[config.mk]
export PLATFORM = sky130hd
export DESIGN_NAME = susp_seq_ctrl
export DESIGN_NICKNAME = d
export VERILOG_FILES = /design/src/rtl/susp_pkg.sv /design/src/rtl/susp_req_sync.sv /design/src/rtl/susp_step_fsm.sv /design/src/rtl/susp_seq_ctrl.sv
export SDC_FILE = /design/constraint.sdc
export NUM_CORES = 1
export LEC_CHECK = 0
export ABC_AREA = 1
export BUFFER_PORTS_ARGS = -buffer_cell sky130_fd_sc_hd__buf_4
export CAP_MARGIN = 0
export CORE_AREA = 2 2 39 41
export DETAILED_ROUTE_END_ITERATION = 8
export DIE_AREA = 0 0 41 43
export PLACE_DENSITY_LB_ADDON = 0.08
export SYNTH_ARGS = -nofsm -noshare
export SYNTH_HDL_FRONTEND = slang
export SYNTH_SLANG_ARGS = --single-unit
[constraint.sdc]
create_clock -name clk -period 1.5 [get_ports clk]
set_clock_uncertainty 0.2 [all_clocks]
set_input_delay 0.15 -clock clk [delete_from_list [all_inputs] [get_ports clk]]
set_output_delay 0.15 -clock clk [all_outputs]
set_load 0.005 [all_outputs]
[src/rtl/susp_pkg.sv]
package susp_pkg;

  typedef enum logic [2:0] {
    S_IDLE        = 3'd0,
    S_DRAIN_INSTR = 3'd1,
    S_DRAIN_BUS   = 3'd2,
    S_WAIT_COPRO  = 3'd3,
    S_SUSPENDED   = 3'd4
  } susp_state_e;

  // One step of the entry sequence: each state looks only at its own gate.
  function automatic susp_state_e next_step(
    input susp_state_e cur,
    input logic        req,
    input logic        instr_ok,
    input logic        drain_ok,
    input logic        copro_ok
  );
    susp_state_e nxt;
    nxt = cur;
    case (cur)
      S_IDLE:        if (req)      nxt = S_DRAIN_INSTR;
      S_DRAIN_INSTR: if (instr_ok) nxt = S_DRAIN_BUS;
      S_DRAIN_BUS:   if (drain_ok) nxt = S_WAIT_COPRO;
      S_WAIT_COPRO:  if (copro_ok) nxt = S_SUSPENDED;
      S_SUSPENDED:   if (!req)     nxt = S_IDLE;
      default:                     nxt = S_IDLE;
    endcase
    return nxt;
  endfunction

endpackage

[src/rtl/susp_req_sync.sv]
module susp_req_sync #(
  parameter int STAGES = 2
) (
  input  logic clk,
  input  logic rst,
  input  logic async_n,
  output logic sync_n
);
  generate
    if (STAGES == 0) begin : g_bypass
      assign sync_n = async_n;
    end else begin : g_chain
      logic [STAGES-1:0] chain_q;
      always_ff @(posedge clk) begin
        if (rst) chain_q <= '1;   // reset to "no request"
        else     chain_q <= {chain_q[STAGES-2+((STAGES==1)?1:0):0], async_n};
      end
      assign sync_n = chain_q[STAGES-1];
    end
  endgenerate
endmodule

[src/rtl/susp_step_fsm.sv]
module susp_step_fsm
  import susp_pkg::*;
(
  input  logic        clk,
  input  logic        rst,
  input  logic        req,
  input  logic        instr_ok,
  input  logic        drain_ok,
  input  logic        copro_ok,
  output susp_state_e state
);
  susp_state_e state_q;

  always_ff @(posedge clk) begin
    if (rst) state_q <= S_IDLE;
    else     state_q <= next_step(state_q, req, instr_ok, drain_ok, copro_ok);
  end

  assign state = state_q;
endmodule

[src/rtl/susp_seq_ctrl.sv]
module susp_seq_ctrl
  import susp_pkg::*;
#(
  parameter int SYNC_STAGES = 2
) (
  input  logic clk,
  input  logic rst,
  input  logic susp_req_n,
  input  logic halt_req,
  input  logic instr_done,
  input  logic queue_empty,
  input  logic bus_idle,
  input  logic copro_busy_n,
  output logic susp_ack_n
);
  logic        pin_req_n_s;
  logic        req_active;
  logic        drain_ok;
  susp_state_e state;

  susp_req_sync #(.STAGES(SYNC_STAGES)) u_sync (
    .clk     (clk),
    .rst     (rst),
    .async_n (susp_req_n),
    .sync_n  (pin_req_n_s)
  );

  // Named events for the checker
  assign req_active = !pin_req_n_s || halt_req;
  assign drain_ok   = queue_empty && bus_idle;

  susp_step_fsm u_fsm (
    .clk      (clk),
    .rst      (rst),
    .req      (req_active),
    .instr_ok (instr_done),
    .drain_ok (drain_ok),
    .copro_ok (copro_busy_n),
    .state    (state)
  );

  assign susp_ack_n = (state != S_SUSPENDED);
endmodule

# Yosys cells after proc, flatten, opt, wreduce, memory -nomap -nowiden
# Index checks and enable logic that the tools add are counted.
totals:
  ff_bits: 5
  inputBits: 8
  out_inout_bits: 1
  elab_cells: 23
classes:
  eq_ne: 10
  muxes: 6
  reduce_logical: 5
op_table:
  columns: ["op", "n"]
  rows:
  - ["$mux W3", 5]
  - ["$pmux W3 S5", 1]
  - ["$ne A2 B2 Y1 const B", 4]
  - ["$eq A3 B2 Y1 const B", 2]
  - ["$reduce_and A5 Y1", 1]
  - ["$eq A3 B1 Y1 const B", 1]
  - ["$eq A3 B3 Y1 const B", 1]
  - ["$logic_not A3 Y1", 1]
  - ["$ne A3 B3 Y1 const B", 1]
  - ["$ne A2 B1 Y1 const B", 1]
  - ["$logic_and A1 B1 Y1", 1]
  - ["$logic_not A1 Y1", 1]
  - ["$logic_or A1 B1 Y1", 1]

# Logic depth before layout (Yosys ltp)
# Gate-level depths: netlist of run 1.
depth:
  depth_word: 4
  mapped_depth: 8

# Modules after synthesis
# Synthesis of run 1 repeated with hierarchy kept, for this count alone.
hier_totals:
  hier_cells: 51
  area_unflattened_um2: 322.8
by_module_without_submodules:
  columns: ["module", "n_inst", "cells_each", "area_each_um2", "seq_area_each_um2"]
  rows:
  - ["susp_step_fsm", 1, 38, 241.5, 60.1]
  - ["susp_req_sync", 1, 7, 58.8, 40.0]
  - ["susp_seq_ctrl", 1, 6, 22.5, 0.0]

# Least setup slack after synthesis of run 1
# No wires, ideal clock.
synth_timing:
  kind: "reg2reg"
  from: "register u_fsm.state_q[1] (netlist: u_fsm.state[1])"
  to: "register u_fsm.state_q[1] (netlist: u_fsm.state[1])"
  arrival_time_ps: 914
  slack_ps: 272
  stages_incl_launch_ff: 9
  path_cell_list: "dfxtp_1 buf_4 nor2_1 nand3_1 nand2_1 nor2_2 nand3_1 nand2_1 nor2_2"
synth_via:
  elab_chain_len: 3
  elab_cells_between_ends: 12
  classes_between: "9 x eq/ne; 1 x mux; 2 x reduce/logical"
synth_lines:
  columns: ["item", "line_no", "text"]
  rows:
  - ["start: declaration", "susp_step_fsm.sv:12", "susp_state_e state_q;"]
  - ["start signal: assignment", "susp_step_fsm.sv:16", "else state_q <= next_step(state_q, req, instr_ok, drain_ok, copro_ok);"]
  - ["$eq A3 B3 Y1, or another cell as far along", "susp_pkg.sv:21", "case (cur)"]
  - ["$ne A2 B2 Y1 (no line) or $ne A2 B1 Y1 (tied branches)", null, null]
  - ["$reduce_and A5 Y1 (no line)", null, null]
# Parallel ways exist; a longest one is shown, timed or not.
# A chain may end at the register's enable or synchronous reset.

# Worst setup path in the final report of run 1
layout_timing:
  from: "register u_fsm.state_q[0] (netlist: u_fsm.state[0])"
  to: "register u_fsm.state_q[1] (netlist: u_fsm.state[1])"
# The elaborated chain is that of the path after synthesis.

==> results of run 1 <==
==> final cells by class <==
cell class / count / share of cell area [%]
Clock buffer: 4 / 6.21
Timing Repair Buffer: 10 / 18.9
Tap cell: 16 / 4.73
Sequential cell: 5 / 24.0
Multi-Input combinational cell: 33 / 38.2
Inverter: 9 / 7.99
==> final timing paths <==
path / depth (start not counted) / slack [ns] / endpoint / from
max: 7 / 0.14 / u_fsm.state[1]$_SDFFE_PP0P_ / u_fsm.state[0]$_SDFFE_PP0P_
min: 1 / 0.20 / u_sync.g_chain.chain_q[1]$_SDFF_PP1_ / u_sync.g_chain.chain_q[0]$_SDFF_PP1_
max reg2reg: 7 / 0.14 / u_fsm.state[1]$_SDFFE_PP0P_ / u_fsm.state[0]$_SDFFE_PP0P_
min reg2reg: 1 / 0.20 / u_sync.g_chain.chain_q[1]$_SDFF_PP1_ / u_sync.g_chain.chain_q[0]$_SDFF_PP1_
==> power breakdown <==
group          switching, W  total, W  internal (W)  leakage (nW)
registers         0.0000469  0.000212      0.000165        0.0418
logic              0.000162  0.000280      0.000118         0.168
clock network     0.0000545  0.000155      0.000101        0.0150
total              0.000264  0.000648      0.000384         0.225
==> kinds of logic (layout without fill, tap and decap cells) <==
family / after synthesis / count (layout) / synth area share (%)
simple gates: 32 / 32 / 50.8
buf+inv: 10 / 23 / 13.6
flops: 5 / 5 / 33.1
compound gates: 1 / 1 / 2.48
==> cell usage after synthesis, drive strengths merged <==
cell / n / share of area, %
buf: 1 / 2.5
dfxtp: 5 / 33
inv: 9 / 11
nand2: 11 / 14
nand3: 7 / 13
nand4: 2 / 4.1
nor2: 10 / 16
o211ai: 1 / 2.5
or2: 2 / 4.1
==> per-layer routing <==
metal | vias to the layer above | wire length, um | share of wire, %
li1 | 176 | - | -
met1 | 135 | 326 | 50
met4 | 0 | 12 | 1.8
met3 | 2 | 34 | 5.2
met2 | 11 | 277 | 43
met5 | - | 0 | 0
==> sequential cells by signal (all words and copies together) (netlist names) <==
signal / cells
u_sync.g_chain.chain_q: 2
u_fsm.state: 3
==> repair_timing <==
action,CTS,global route
endpoints found under the setup margin,0,1
resized for setup,0,1
hold buffers,2,0
endpoints found under the hold margin,3,0
==> per-stage QoR <==
stage	hold slack (ns)	instance area [um^2]	cells	setup slack, ns	util [%]
2_1_floorplan	0.0538	303	48	0.272	-
5_1_grt	0.214	423	77	0.0274	30.6
3_3_place_gp	0.145	375	71	0.0328	27.1
3_5_place_dp	0.141	375	71	0.115	27.1
6_report	0.202	423	77	0.140	30.6
4_1_cts	0.203	422	77	0.105	30.5
==> cells in the final DEF (no fill, tap or decap), drive strengths merged <==
master	instances
dlygate4sd3	2
or2	2
nand3	7
nor2	10
clkbuf	4
buf	8
nand2	11
o211ai	1
dfxtp	5
nand4	2
inv	9
==> critical path, cell delays in order, from the launching register on <==
cell	delay, ns
dfxtp_1	0.43
nor2_2	0.10
nand3_1	0.10
nand2_1	0.07
nor2_2	0.15
nand3_1	0.09
nand2_1	0.08
nor2_2	0.03
==> implementation parameters, run 1 <==
Parameter                              Value

Run status
  Status    complete, no violations

Global route
  Pin count of the biggest net entering global routing    9
  Met2 track demand over resource    roughly 14%
  Global-route met3 utilization    roughly 1.6%
  Vias in the first global route    300
  Initial antenna violation count    0
  First-pass GRT wire length    about 1100 um
  Global routing met1 resource utilization    between 10% and 20%
  Global route total overflow    0
  Global-route usage over all layers    9.85%
  Most Used Layer, Global Route    met2

Layout
  P&R area growth vs syn    39.7%
  Seq. cell area    a little over 100 um^2
  Filler Cell Count    ~160
  Diode count    0
  Area taken by multi-input logic gates    between 150 and 200 um^2
  Fraction of layout instances using a drive strength above 1    32.8%
  Net total in the final layout    70

Power and ir drop
  Maximum vdd drop    around 550 uV
  Power per Cell Area    1530 nW/um^2
  Tot Pwr    0.000648 W
  Leakage power of the design    approximately 0.23 nW

Drt
  Via count    324
  Count of antenna-violating nets left after detailed routing    0
  Total Wirelength    between 600 and 700 um
  DRT iter0 DRCs    5
  Router iterations before antenna repair    5
  Number of remaining DRC errors    0
  Routed length per instance    between 8 and 9 um
  Number of vias per cell    approximately 4.2

Floorplan
  Row count    14
  Boundary pin count    9
  Overall die area    roughly 1800 um^2
  Chip height    43 um
  Floorplan core area    roughly 1400 um^2
  Die width    around 41 um
  Starting utilization of the core area    a little over a fifth

Place
  Total of buffers placed on input and output ports    8
  Dpl hpwl    slightly above 500 um
  Routability cong.    approximately 0.72

Synthesis
  Sequential element share of the synthesized area    between 30% and 40%
  Post-synthesis cell count    48
  Number of distinct library cell variants in the gate-level netlist after synthesis    12
  Cell Area, Synth    303 um^2
  Average cell area after synthesis    roughly 6.3 um^2
  Post-synth net total    between 50 and 60
  Count of state elements after synthesis    5
  YS warnings    0

CTS
  Clock tree from TritonCTS    built
  Number of levels the H-tree was split into    1
  Num CTS Buffers    3
  Clk slew on worst S/H paths    around 0.04 ns
  Number of setup buffers added after CTS    0
  Buffer depth of the longest clock path    2
  Sink Count    5
  Clock latency on the worst-skew pair    about 0.24 ns
  Clock root buffer master    clkbuf_4

STA
  Final hold violations    0
  Actual transition at the worst max-transition pin    between 0.2 and 0.25 ns
  RSZ-0062 raised after global routing    false
  Total negative setup slack    0 ns
  Final period utilization    between 90% and 100%
  Highest clock rate    about 740 MHz
  Headroom to the max-slew limit    a little under nine tenths
  Setup violation total in the final timing report    0
  Count of pins over their slew limit    0
  Final min period    roughly 1.4 ns

Worst setup path
  Arrival time of the worst setup path    1.29 ns
  Worst setup path class    register to register
  Crit Path Max Fanout    6
  Worst setup SP type    register
  Type of destination of the critical path    register
  Required @ worst endpoint    1.43 ns

Flow run
  Max cap viols    0

Hold path
  Tightest Hold Check Type    register to register
Power figures use the tool's default switching activity.
==> run 2, diff against run 1 <==
CORE_AREA = 8 8 45 47   (was 2 2 39 41)
DIE_AREA = 0 0 53 55   (was 0 0 41 43)
==> run 2 against run 1 <==
Sequential power decreased by 4%. Sequential cell count unchanged. Design area up 1.8%. Fmax up 4.0%. Largest cell class unchanged. Clock-buffer cell count did not move. Largest power group unchanged. Critical endpoint unchanged. Register-to-register slack gained 0.05 ns. Via count stayed put. Combinational power up 7.5%. Core utilization increased by 0.54 points. Routed wire length up 10%.
==> implementation parameters, run 2 (synthesis gave the netlist of run 1 again) <==
Parameter                              Value

Worst setup path
  CP bufs+invs    0
  Series of cell instances along the critical path    nor2_2 > nand3_1 > nand2_1 > nor2_2 > nand3_1 > nand2_1 > nor2_2
  Worst setup SP type    register
  Crit Path Max Fanout    5
  Worst setup path class    register to register
  Delay of the slowest cell on the worst path    around 0.4 ns
  Type of destination of the critical path    register
  Crit-path leading delay family    simple AND/OR/NAND/NOR gates
  Cell at the slowest stage of the critical path    dfxtp_1
  Dominant cell type by count on the critical path    nor2_2
  Arrival time of the worst setup path    ~1.2 ns
  Required @ worst endpoint    between 1 and 1.5 ns

STA
  Final period utilization    between 80% and 90%
  Worst hold margin    approximately 0.20 ns
  Final hold violations    0
  RSZ-0062 raised after global routing    false
  Count of pins over their slew limit    0
  Actual transition at the worst max-transition pin    0.216 ns
  Setup violation total in the final timing report    0
  Total negative setup slack    0 ns
  Headroom to the max-slew limit    a little under nine tenths
  Final min period    1.31 ns
  Highest clock rate    approximately 760 MHz

Power and ir drop
  Fraction of power consumed by combinational cells    a little under half
  Switching Share    about two fifths
  Leakage power of the design    0.230 nW
  Power per Cell Area    about 1500 nW/um^2
  Maximum vdd drop    approximately 470 uV
  Power share of the clock group    roughly a quarter
  Sw power    approximately 0.00026 W
  Internal    between 0.0003 and 0.0004 W
  Sequential share of power    between 30% and 40%
  Tot Pwr    between 0.0006 and 0.0007 W

Global route
  Initial antenna violation count    0
  First-pass GRT wire length    roughly 1300 um
  Vias in the first global route    ~350
  Global-route usage over all layers    6.50%
  Global route total overflow    0
  Pin count of the biggest net entering global routing    9

CTS
  Number of levels the H-tree was split into    1
  Clk slew on worst S/H paths    0.04 ns
  Sink Count    5
  Clock latency on the worst-skew pair    between 0.2 and 0.25 ns
  Num CTS Buffers    3
  Buffer depth of the longest clock path    2
  Number of setup buffers added after CTS    0
  Clock tree from TritonCTS    built
  Clock root buffer master    clkbuf_4

Place
  Routability cong.    ~0.68
  Dpl hpwl    roughly 540 um
  Total of buffers placed on input and output ports    8
  Instance area after placement    383 um^2

Layout
  Commonest non-fill, non-tap cell in the layout    nand2_1
  Flip-flop count of the largest register, all copies and words added    3
  P&R area growth vs syn    42.1%
  Diode count    0
  Design area    between 400 and 500 um^2
  Net total in the final layout    slightly above 70
  Util after Layout    a little under a third
  Fraction of layout instances using a drive strength above 1    between 30% and 40%
  Top library cells by usage in the layout, fill and taps aside    11 x nand2_1, 9 x buf_4, 8 x inv_1, 6 x nor2_1, 6 x nand3_1

Hold path
  Tightest Hold Check Type    register to register

Floorplan
  Floorplan core area    approximately 1400 um^2
  Die width    about 53 um
  Chip height    approximately 55 um
  Boundary pin count    9
  Overall die area    slightly below 3000 um^2
  Row count    14
  Starting utilization of the core area    roughly 22%

Drt
  DRT iter0 DRCs    10
  Routed length per instance    roughly 9.2 um
  Router iterations before antenna repair    4
  Count of antenna-violating nets left after detailed routing    0
  Number of vias per cell    between 4 and 5
  Number of remaining DRC errors    0
  Total Wirelength    between 700 and 800 um
  Via count    ~320

Flow run
  Max cap viols    0

Run status
  Status    complete, no violations
[run 2: cell types whose count changed in the layout (fill, tap and decap cells not counted), sizes merged]
cell	delta
buf	+1
[run 2: routing by layer]
metal / vias up / global-route usage [%] / routed length [um]
met5: - / 0 / 0
met4: 0 / 6.47 / 12
met3: 2 / 4.28 / 62
met2: 6 / 9.57 / 345
met1: 139 / 5.93 / 298
li1: 177 / - / -
[run 2: area by class of cell]
class                           count  area (um^2)
Clock buffer                        4         26.3
Fill cell                         162          953
Inverter                            9         33.8
Multi-Input combinational cell     33          161
Sequential cell                     5          101
Tap cell                           16         20.0
Timing Repair Buffer               11         87.6
[run 2: worst paths after layout]
check | depth (start not counted) | to | from | slack (ns)
worst min-delay path | 1 | u_sync.g_chain.chain_q[1]$_SDFF_PP1_ | u_sync.g_chain.chain_q[0]$_SDFF_PP1_ | 0.20
worst min register to register | 1 | u_sync.g_chain.chain_q[1]$_SDFF_PP1_ | u_sync.g_chain.chain_q[0]$_SDFF_PP1_ | 0.20
worst max register to register | 7 | u_fsm.state[1]$_SDFFE_PP0P_ | u_fsm.state[2]$_SDFFE_PP0P_ | 0.19
worst max-delay path | 7 | u_fsm.state[1]$_SDFFE_PP0P_ | u_fsm.state[2]$_SDFFE_PP0P_ | 0.19
[run 2: through the flow]
stage | instances | setup WS, ns
6_report | 78 | 0.193
4_1_cts | 78 | 0.118
3_5_place_dp | 72 | 0.126
2_1_floorplan | 48 | 0.272
3_3_place_gp | 72 | 0.0947
5_1_grt | 78 | 0.0410
[run 2: power groups by stage]
stage               Sequential [W]  Clock [W]  Combinational (W)
floorplan                 0.000188          0           0.000242
global placement          0.000206          0           0.000314
detailed placement        0.000205          0           0.000298
CTS                       0.000202   0.000167           0.000305
global route              0.000208   0.000173           0.000358
finish                    0.000203   0.000155           0.000301
[run 2: timing repair]
| action | CTS | global route |
|---|---|---|
| gates resized for setup | 0 | 1 |
| endpoints found under the hold margin | 4 | 0 |
| hold buffers | 2 | 0 |
| endpoints found under the setup margin | 0 | 2 |
==> run 3, diff against run 2 <==
ABC_AREA = unset   (was 1)
==> run 3 against run 2 <==
Sequential power shrank 11%. Clock power hardly changed. Total power fell by 27%. Core utilization is 3.1 points lower. Fmax fell by 6.9%. Largest power group is now sequential cells. Critical endpoint is now susp_ack_n. Via count fell by 23%. Sequential share of layout area is 2.6 points higher. Design area fell by 9.9%. Routed wire length decreased by 15%. Register-to-register slack got worse by 0.07 ns. Critical path type is now register to output pin. Sequential cell count unchanged.
==> implementation parameters, run 3 <==
Parameter                              Value

Worst setup path
  Type of destination of the critical path    output pin
  Series of cell instances along the critical path    nor2_1 > nand2_1 > buf_4
  Cell at the slowest stage of the critical path    dfxtp_1
  Crit Path Max Fanout    5
  Worst setup path class    register to output pin
  Worst setup SP type    register
  Required @ worst endpoint    1.15 ns
  Arrival time of the worst setup path    ~1.1 ns
  Delay of the slowest cell on the worst path    around 0.35 ns

Synthesis
  Simple logic cell fraction of the synthesized area    about 33%
  Post-synth net total    38
  Dominant cell type by area after synthesis    dfxtp_1
  Number of distinct library cell variants in the gate-level netlist after synthesis    19
  Dominant combinational cell family by area after synthesis    simple AND/OR/NAND/NOR gates
  Count of state elements after synthesis    5
  Library cell with the highest instance count after synthesis    dfxtp_1
  Cell Area, Synth    about 280 um^2
  Post-synthesis xor/xnor area fraction    under 10%
  Post-synthesis cell count    30
  Area share of the largest cell type after synthesis    between 30% and 40%
  Leading register cell type out of synthesis    dfxtp_1
  Top cells by count, synth    5 x dfxtp_1, 3 x nand2_1, 3 x nor2_1
  Post-Synth Adder-Cell Area    0%
  Proportion of synthesized flip-flops having asynchronous set or reset    0%
  Average cell area after synthesis    ~9.3 um^2
  Sequential element share of the synthesized area    between 30% and 40%
  Number of flops mapped to enable cells by yosys    0
  Synthesized-area fraction occupied by ao, oa, aoi and oai cells    18.4%
  YS warnings    0
  Largest cells by area after synthesis    dfxtp_1 36%, xnor2_1 6.3%, nand2b_4 4.9%
  Multiplexer area fraction after synthesis    0%

Floorplan
  Chip height    between 50 and 60 um
  Starting utilization of the core area    approximately a fifth
  Boundary pin count    9
  Row count    14
  Floorplan core area    ~1400 um^2
  Die width    about 53 um
  Overall die area    roughly 3000 um^2

Layout
  Commonest non-fill, non-tap cell in the layout    buf_4
  Net total in the final layout    slightly above 50
  Fraction of layout instances using a drive strength above 1    ~36%
  Filler Cell Count    155
  Util after Layout    roughly 28%
  Flip-flop count of the largest register, all copies and words added    3
  P&R area growth vs syn    39.0%
  Post-layout instance count excluding filler cells    between 50 and 60
  Top library cells by usage in the layout, fill and taps aside    8 x buf_4, 4 x dfxtp_1, 3 x nor2_1, 3 x nand2_1, 3 x clkbuf_4
  Diode count    0

Global route
  Most Used Layer, Global Route    met2
  Initial antenna violation count    0
  Global-route met3 utilization    ~2.7%
  First-pass GRT wire length    a little over 900 um
  Global route total overflow    0
  Global routing met1 resource utilization    about 4.4%
  Pin count of the biggest net entering global routing    9
  Vias in the first global route    236
  Global-route usage over all layers    roughly 4.6%
  Met2 track demand over resource    between 7 and 8%

STA
  Worst hold margin    between 0.015 and 0.02 ns
  Setup violation total in the final timing report    0
  Total negative setup slack    0 ns
  Final hold violations    0
  RSZ-0062 raised after global routing    false
  Headroom to the max-slew limit    79.8%
  Final min period    between 1 and 1.5 ns
  Highest clock rate    around 710 MHz
  Actual transition at the worst max-transition pin    slightly above 0.3 ns
  Final period utilization    a little over nine tenths
  Count of pins over their slew limit    0

CTS
  Clock tree from TritonCTS    built
  Number of levels the H-tree was split into    1
  Clk slew on worst S/H paths    around 0.040 ns
  Buffer depth of the longest clock path    2
  Clock root buffer master    clkbuf_4
  Num CTS Buffers    3
  Clock latency on the worst-skew pair    about 0.24 ns
  Number of setup buffers added after CTS    0
  Sink Count    5

Power and ir drop
  Leakage power of the design    between 0.1 and 0.15 nW
  Maximum vdd drop    roughly 440 uV
  Power per Cell Area    about 1200 nW/um^2

Drt
  Total Wirelength    613 um
  DRT iter0 DRCs    4
  Routed length per instance    around 11 um
  Router iterations before antenna repair    2
  Number of remaining DRC errors    0
  Via count    around 250
  Count of antenna-violating nets left after detailed routing    0
  Number of vias per cell    4.29

Place
  Total of buffers placed on input and output ports    8
  Dpl hpwl    465 um
  Routability cong.    0.670
  Dpl cells    between 50 and 60

Run status
  Status    complete, no violations

Flow run
  Max cap viols    0

Hold path
  Tightest Hold Check Type    input pin to register
==> run 3: worst max-delay path, delay by kind of cell, from the launching register on <==
family	cells	cell delay, ns
DFF	1	0.35
and+or+nand+nor	2	0.32
buffers and inverters	1	0.14
==> run 3: where the power goes <==
| part | switching, W | internal, W |
|---|---|---|
| combinational | 0.0000602 | 0.0000852 |
| clock | 0.0000533 | 0.000100 |
| sequential | 0.0000274 | 0.000153 |
==> run 3: per-stage QoR <==
step,area [um^2],setup WS [ns],power (W)
3_5_place_dp,340,0.132,0.000321
2_1_floorplan,279,0.203,0.000300
5_1_grt,388,0.0290,0.000513
4_1_cts,387,0.0621,0.000485
3_3_place_gp,340,0.143,0.000324
6_report,388,0.0960,0.000480
==> run 3: routing by layer <==
layer,vias to the layer above,share of wire (%)
li1,130,-
met1,113,43
met2,6,52
met3,0,4.9
met4,0,0
met5,-,0
==> run 3: worst paths after layout <==
path                                        start  slack, ns  depth (start not counted)                                    to
min reg2reg  u_sync.g_chain.chain_q[0]$_SDFF_PP1_       0.20                          1  u_sync.g_chain.chain_q[1]$_SDFF_PP1_
min                                  copro_busy_n       0.02                          3           u_fsm.state[2]$_SDFFE_PP0P_
max                   u_fsm.state[0]$_SDFFE_PP0P_        0.1                          3                            susp_ack_n
max reg2reg           u_fsm.state[2]$_SDFFE_PP0P_       0.12                          4           u_fsm.state[1]$_SDFFE_PP0P_
==> run 3: kinds of logic (layout without fill, tap and decap cells) <==
logic type,after synthesis,after routing
AND/OR/NAND/NOR,15,15
AO/OA/AOI/OAI,6,6
flip-flops,5,5
XOR/XNOR,2,2
buffers and inverters,2,14
==> run 3: cell type report <==
type / count / area, um^2 / share of cell area, %
timing repair buffer: 10 / 80.1 / 20.6
sequential: 5 / 101 / 26.1
multi-input combinational: 23 / 160 / 41.3
clock buffer: 4 / 26.3 / 6.77
tap: 16 / 20.0 / 5.16
==> run 3: timing repair <==
action / in CTS / in global routing
hold endpoints to repair: 4 / 0
hold buffers: 2 / 0
resized for setup: 0 / 1
endpoints found under the setup margin: 0 / 1
